### config.mk
export PLATFORM = sky130hd
export DESIGN_NAME = bscan_io_chain
export DESIGN_NICKNAME = d
export VERILOG_FILES = /design/src/rtl/bscan_io_pkg.sv /design/src/rtl/bscan_shift_chain.sv /design/src/rtl/bscan_update_stage.sv /design/src/rtl/bscan_serial_out.sv /design/src/rtl/bscan_io_chain.sv
export SDC_FILE = /design/constraint.sdc
export NUM_CORES = 1
export LEC_CHECK = 0
export ABC_AREA = 1
export CORE_UTILIZATION = 51
export DETAILED_ROUTE_END_ITERATION = 7
export GPL_TIMING_DRIVEN = 0
export PLACE_DENSITY = 0.77
export SLEW_MARGIN = 0
export SYNTH_ARGS = -nofsm -noshare
export SYNTH_HDL_FRONTEND = slang
export SYNTH_SLANG_ARGS = --single-unit
### constraint.sdc
create_clock -name clk -period 1 [get_ports clk]
set_input_delay 0.2 -clock clk [delete_from_list [all_inputs] [get_ports clk]]
set_output_delay 0.2 -clock clk [all_outputs]
set_load 0.05 [all_outputs]
### src/rtl/bscan_io_pkg.sv
package bscan_io_pkg;

    // Chain operation chosen on each rising clock edge.
    typedef enum logic [1:0] {
        OP_IDLE    = 2'd0,
        OP_CAPTURE = 2'd1,
        OP_SHIFT   = 2'd2
    } scan_op_e;

    localparam int unsigned END_CELLS   = 3;  // two observers plus one control cell
    localparam int unsigned HEAD_CELLS  = 2;  // observers ahead of the pin groups
    localparam int unsigned GROUP_CELLS = 3;  // input, value, enable

    function automatic int unsigned chain_len(input int unsigned nb,
                                              input int unsigned ni,
                                              input int unsigned no);
        return END_CELLS + GROUP_CELLS * nb + ni + GROUP_CELLS * no;
    endfunction

    // First cell of driving pin p: bidirectional pins first, then output-only ones.
    function automatic int unsigned group_base(input int unsigned p,
                                               input int unsigned nb,
                                               input int unsigned ni);
        if (p < nb)
            return HEAD_CELLS + GROUP_CELLS * p;
        else
            return HEAD_CELLS + GROUP_CELLS * nb + ni + GROUP_CELLS * (p - nb);
    endfunction

endpackage

### src/rtl/bscan_shift_chain.sv
module bscan_shift_chain
    import bscan_io_pkg::*;
#(
    parameter int unsigned NB  = 2,
    parameter int unsigned NI  = 1,
    parameter int unsigned NO  = 1,
    parameter int unsigned LEN = chain_len(NB, NI, NO),
    parameter int unsigned NP  = NB + NO
) (
    input  logic           clk,
    input  logic           rst_n,
    input  scan_op_e       op,
    input  logic           tdi,
    input  logic [LEN-1:0] cap,
    output logic           chain_so,
    output logic [NP-1:0]  tap_o,
    output logic [NP-1:0]  tap_t,
    output logic           tap_net
);

    logic [LEN-1:0] sr;

    always_ff @(posedge clk or negedge rst_n) begin
        if (!rst_n) begin
            sr <= '0;
        end else begin
            unique case (op)
                OP_CAPTURE: sr <= cap;
                OP_SHIFT:   sr <= {tdi, sr[LEN-1:1]};
                OP_IDLE:    sr <= sr;
                default:    sr <= sr;
            endcase
        end
    end

    for (genvar p = 0; p < NP; p++) begin : g_tap
        localparam int unsigned B = group_base(p, NB, NI);
        assign tap_o[p] = sr[B+1];
        assign tap_t[p] = sr[B+2];
    end

    assign tap_net  = sr[LEN-1];
    assign chain_so = sr[0];

endmodule

### src/rtl/bscan_update_stage.sv
module bscan_update_stage #(
    parameter int unsigned NP = 3
) (
    input  logic          clk,
    input  logic          rst_n,
    input  logic          load,
    input  logic          extest,
    input  logic [NP-1:0] tap_o,
    input  logic [NP-1:0] tap_t,
    input  logic          tap_net,
    input  logic [NP-1:0] core_o,
    input  logic [NP-1:0] core_t,
    output logic [NP-1:0] pad_o,
    output logic [NP-1:0] pad_t,
    output logic          net
);

    logic [NP-1:0] hold_o;
    logic [NP-1:0] hold_t;
    logic          hold_net;

    always_ff @(posedge clk or negedge rst_n) begin
        if (!rst_n) begin
            hold_o   <= '0;
            hold_t   <= '0;
            hold_net <= 1'b0;
        end else if (load) begin
            hold_o   <= tap_o;
            hold_t   <= tap_t;
            hold_net <= tap_net;
        end
    end

    always_comb begin
        pad_o = extest ? hold_o : core_o;
        pad_t = extest ? hold_t : core_t;
        net   = hold_net;
    end

endmodule

### src/rtl/bscan_serial_out.sv
module bscan_serial_out (
    input  logic clk,
    input  logic rst_n,
    input  logic byp_en,
    input  logic shift_sel,
    input  logic bypass_sel,
    input  logic tdi,
    input  logic chain_so,
    output logic byp_q,
    output logic tdo
);

    always_ff @(posedge clk or negedge rst_n) begin
        if (!rst_n)
            byp_q <= 1'b0;
        else if (byp_en)
            byp_q <= shift_sel ? tdi : 1'b0;
    end

    // Falling-edge launch keeps tdo settled around the next rising edge.
    always_ff @(negedge clk or negedge rst_n) begin
        if (!rst_n)
            tdo <= 1'b0;
        else
            tdo <= bypass_sel ? byp_q : chain_so;
    end

endmodule

### src/rtl/bscan_io_chain.sv
module bscan_io_chain
    import bscan_io_pkg::*;
#(
    parameter int unsigned NB = 8,
    parameter int unsigned NI = 2,
    parameter int unsigned NO = 2
) (
    input  logic          clk,
    input  logic          rst_n,
    input  logic          dr_en,
    input  logic          shift_sel,
    input  logic          upd_en,
    input  logic          extest,
    input  logic          bypass_sel,
    input  logic          tdi,
    output logic          tdo,
    input  logic [NB-1:0] bi_pad_in,
    input  logic [NB-1:0] bi_core_o,
    input  logic [NB-1:0] bi_core_t,
    output logic [NB-1:0] bi_pad_o,
    output logic [NB-1:0] bi_pad_t,
    input  logic [NI-1:0] in_pad_in,
    input  logic [NO-1:0] oo_core_o,
    input  logic [NO-1:0] oo_core_t,
    output logic [NO-1:0] oo_pad_o,
    output logic [NO-1:0] oo_pad_t,
    input  logic          int_t_obs,
    input  logic          int_o_obs,
    output logic          int_net
);

    localparam int unsigned LEN = chain_len(NB, NI, NO);
    localparam int unsigned NP  = NB + NO;
    localparam int unsigned IN0 = HEAD_CELLS + GROUP_CELLS * NB;

    scan_op_e       op;
    logic [LEN-1:0] cap;
    logic           chain_so;
    logic [NP-1:0]  tap_o;
    logic [NP-1:0]  tap_t;
    logic           tap_net;
    logic [NP-1:0]  core_o_all;
    logic [NP-1:0]  core_t_all;
    logic [NP-1:0]  pad_o_all;
    logic [NP-1:0]  pad_t_all;
    logic           byp_q;
    logic           upd_load;
    logic           byp_en;

    // Operation decode: bypass steals the strobes from the chain.
    always_comb begin
        unique case ({dr_en & ~bypass_sel, shift_sel})
            2'b10:   op = OP_CAPTURE;
            2'b11:   op = OP_SHIFT;
            default: op = OP_IDLE;
        endcase
    end

    assign upd_load = upd_en & ~bypass_sel;
    assign byp_en   = dr_en & bypass_sel;

    // Parallel capture sources in chain order.
    assign cap[0]     = int_t_obs;
    assign cap[1]     = int_o_obs;
    assign cap[LEN-1] = int_net;

    for (genvar k = 0; k < NB; k++) begin : g_bidir
        localparam int unsigned B = group_base(k, NB, NI);
        assign cap[B]   = bi_pad_in[k];
        assign cap[B+1] = bi_core_o[k];
        assign cap[B+2] = bi_core_t[k];
    end

    for (genvar j = 0; j < NI; j++) begin : g_inonly
        assign cap[IN0+j] = in_pad_in[j];
    end

    for (genvar m = 0; m < NO; m++) begin : g_outonly
        localparam int unsigned B = group_base(NB + m, NB, NI);
        assign cap[B]   = oo_pad_o[m];
        assign cap[B+1] = oo_core_o[m];
        assign cap[B+2] = oo_core_t[m];
    end

    assign core_o_all = {oo_core_o, bi_core_o};
    assign core_t_all = {oo_core_t, bi_core_t};
    assign bi_pad_o   = pad_o_all[NB-1:0];
    assign bi_pad_t   = pad_t_all[NB-1:0];
    assign oo_pad_o   = pad_o_all[NP-1:NB];
    assign oo_pad_t   = pad_t_all[NP-1:NB];

    bscan_shift_chain #(.NB(NB), .NI(NI), .NO(NO)) i_chain (
        .clk      (clk),
        .rst_n    (rst_n),
        .op       (op),
        .tdi      (tdi),
        .cap      (cap),
        .chain_so (chain_so),
        .tap_o    (tap_o),
        .tap_t    (tap_t),
        .tap_net  (tap_net)
    );

    bscan_update_stage #(.NP(NP)) i_update (
        .clk     (clk),
        .rst_n   (rst_n),
        .load    (upd_load),
        .extest  (extest),
        .tap_o   (tap_o),
        .tap_t   (tap_t),
        .tap_net (tap_net),
        .core_o  (core_o_all),
        .core_t  (core_t_all),
        .pad_o   (pad_o_all),
        .pad_t   (pad_t_all),
        .net     (int_net)
    );

    bscan_serial_out i_serial (
        .clk        (clk),
        .rst_n      (rst_n),
        .byp_en     (byp_en),
        .shift_sel  (shift_sel),
        .bypass_sel (bypass_sel),
        .tdi        (tdi),
        .chain_so   (chain_so),
        .byp_q      (byp_q),
        .tdo        (tdo)
    );

endmodule

==> reports/results.tsv <==
stage	metric	value	unit
worst_setup_path	WP depth	1	
cells_and_area	Post-Layout Inst Area	0.00414	mm²
logic_synthesis	FF+latch count, synth	58	
timing	Hold Worst Slack	-0.182	ns
clocking	Clock Tree Buf Depth	2	
clocking	htree depth	3	
floorplanning	Die Area	0.00600	mm²
worst_setup_path	r2r worst-path depth	2	
global_routing	vias in the first global route	2693	
placement	GPL Wtd Cong	0.850	
worst_setup_path	Reg-to-Reg Start	i_chain.sr[0]$_DFFE_PN0P_	
timing	worst setup margin	-0.591	ns
cells_and_area	Core Util, Final	0.752	
logic_synthesis	asr flop ratio synth	1.00	
route	Residual DRC	0	
power	VDD IR max	1.32	mV
worst_setup_path	ordered cell list for the critical path	buf_6	
global_routing	total grt overflow	0	
worst_setup_path	Setup CP Type	reg2out	
timing	Fin Setup TNS	-5.22	ns
logic_synthesis	Yosys cell types	14	
worst_setup_path	Critical path origin	i_serial.tdo$_DFF_NN0_	
route	drt total wl	8.24	mm
route	DRT iter0 DRCs	209	
worst_setup_path	Worst setup EP type	output pin	
placement	placed cell count	521	
clocking	Num CTS Buffers	9	
timing	Setup-failing EPs final	23	
cells_and_area	Final #Nets	525	
worst_setup_path	Worst EP arrival	1.39	ns
placement	Final HPWL DP	4.98	mm
worst_setup_path	CP top delay family	flip-flops	
power	Leak	0.00217	µW
floorplanning	Placeable Area	0.00551	mm²
cells_and_area	Post-Layout Cell Count	561	
run_status	failing checks	hold timing, setup timing	
timing	Final Hold Fails	18	
run	Max-Cap Viols	0	
route	wire per inst	14.7	µm
logic_synthesis	Yosys Warn Count	0	
cells_and_area	most frequent cells in the layout	nand2_1 (115), inv_1 (65), dfrtp_1 (57)	
worst_hold_path	Worst Hold Class	in2async	
logic_synthesis	Synth Net Count	429	
route	vias per cell	5.16	
floorplanning	# IOs	62	
worst_setup_path	slowest stage delay, CP	0.41	ns
clocking	worst skew pair latency	0.33	ns
floorplanning	Die Ht	77.5	µm
clocking	CTS clk-pin slew, worst paths	0.06	ns
clocking	root buffer cell	clkbuf_8	
logic_synthesis	ys flop type	dfrtp_1	
timing	fin. max-slew vios	0	
placement	# port buffers	59	
worst_setup_path	R2R setup slack	-0.17	ns
run_status	status	complete, but fails checks	
logic_synthesis	cells after synthesis	389	
worst_setup_path	CP Buf/Inv Count	1	
route	vias	2892	
clocking	TritonCTS clock tree	yes	
worst_setup_path	Slowest-stage cell, CP	dfrtn_1	
clocking	clk sinks	58	
route	iteration count of the initial detailed-routing pass	4	
worst_setup_path	R2R Path End	i_serial.tdo$_DFF_NN0_	
floorplanning	Rows	27	
cells_and_area	number of diodes	0	
timing	slew at the pin with the worst max-slew slack	0.474	ns
cells_and_area	share of layout cells above drive strength 1	0.243	
global_routing	overall routing resource usage	0.286	
logic_synthesis	Avg Inst Size Synth	7.47	µm²
global_routing	largest net degree at the start of global routing	41	
cells_and_area	commonest non-fill, non-tap cell in the layout	nand2_1	
timing	RSZ-0062 raised after global routing	true	
worst_setup_path	Worst EP required	0.80	ns
timing	post-route clock skew	0.00937	ns
global_routing	first-pass GRT wire length	13.0	mm
placement	Placed Area	0.00364	mm²
worst_setup_path	crit-path max FO	1	
worst_setup_path	Setup crit start kind	register	
logic_synthesis	Post-synth EDFFs	0	
logic_synthesis	Cell Area, Synth	0.00291	mm²
cells_and_area	P&R area growth vs syn	42.4	%
global_routing	initial antenna violation count	0	
cells_and_area	fill cell count	432	
logic_synthesis	register area share after synthesis	0.499	
power	P per Cell Area	1660	mW/mm²
floorplanning	die width	77.5	µm
timing	Max-slew headroom	0.684	
route	DRT antenna net count	0	
floorplanning	Starting Density	0.528	
-- through the flow --
step	setup slack (ns)	power, µW
after CTS	-0.581	6740
after floorplan	-0.351	4020
after detailed placement	-0.981	4660
final	-0.591	6870
after global placement	-2.50	4610
after global routing	-0.604	7210
-- sequential cells by signal, indices dropped and copies added, names as in the netlist --
signal,count
i_update.net,1
i_serial.byp_q,1
i_serial.tdo,1
i_update.hold_o,10
i_chain.sr,35
i_update.hold_t,10
-- power by group --
group / leakage [µW] / switching, µW / internal (µW)
Clock: 0.0000920 / 905 / 1010
Sequential: 0.000711 / 171 / 2720
Combinational: 0.00137 / 1220 / 843
-- worst max path at each step --
stage,endpoint,slack (ns)
floorplan,tdo,-0.35
global route,tdo,-0.60
global placement,i_serial.tdo$_DFF_NN0_,-2.50
finish,tdo,-0.59
detailed placement,bi_pad_o[7],-0.98
CTS,tdo,-0.58
-- cells in the mapped netlist (3+ instances only) --
library cell    n  area share
o21ai_0        63        0.11
nand2_1       123        0.16
o21ai_1        10       0.017
nor2_1          7      0.0090
nand3_1        34       0.059
buf_4           5       0.013
clkbuf_1        3      0.0039
dfrtp_1        57        0.49
buf_2           8       0.014
buf_6           6       0.023
inv_1          70       0.090
-- routing by layer --
layer | vias to the layer above | track usage | part of all wire
met5 | - | 0 | 0
met4 | 0 | 0.0943 | 0.013
met3 | 18 | 0.0600 | 0.066
met2 | 122 | 0.461 | 0.49
met1 | 1366 | 0.385 | 0.44
li1 | 1386 | - | -
-- cell type report --
cell class	count	area, µm²	area share
Inverter	71	269	0.0650
Tap cell	72	90.1	0.0218
Multi-Input combinational cell	238	1130	0.274
Sequential cell	58	1450	0.351
Timing Repair Buffer	85	850	0.205
Buffer	22	176	0.0426
Clock buffer	12	155	0.0375
Clock inverter	3	15.0	0.00363
-- cell families (layout without fill, tap and decap cells) --
kind of cell           Yosys count  in the layout  share of synthesized area
buffers and inverters           93            193                      0.146
DFF                             58             58                      0.499
AOI/OAI and AO/OA               73             73                      0.126
and+or+nand+nor                165            165                      0.229
-- repair_timing --
action,CTS,global route
hold endpoints to repair,18,18
pin swaps,10,4
gates resized for setup,187,18
setup buffers,16,8
cloned,1,0
setup endpoints to repair,77,33
(Power assumes the default switching activity.)
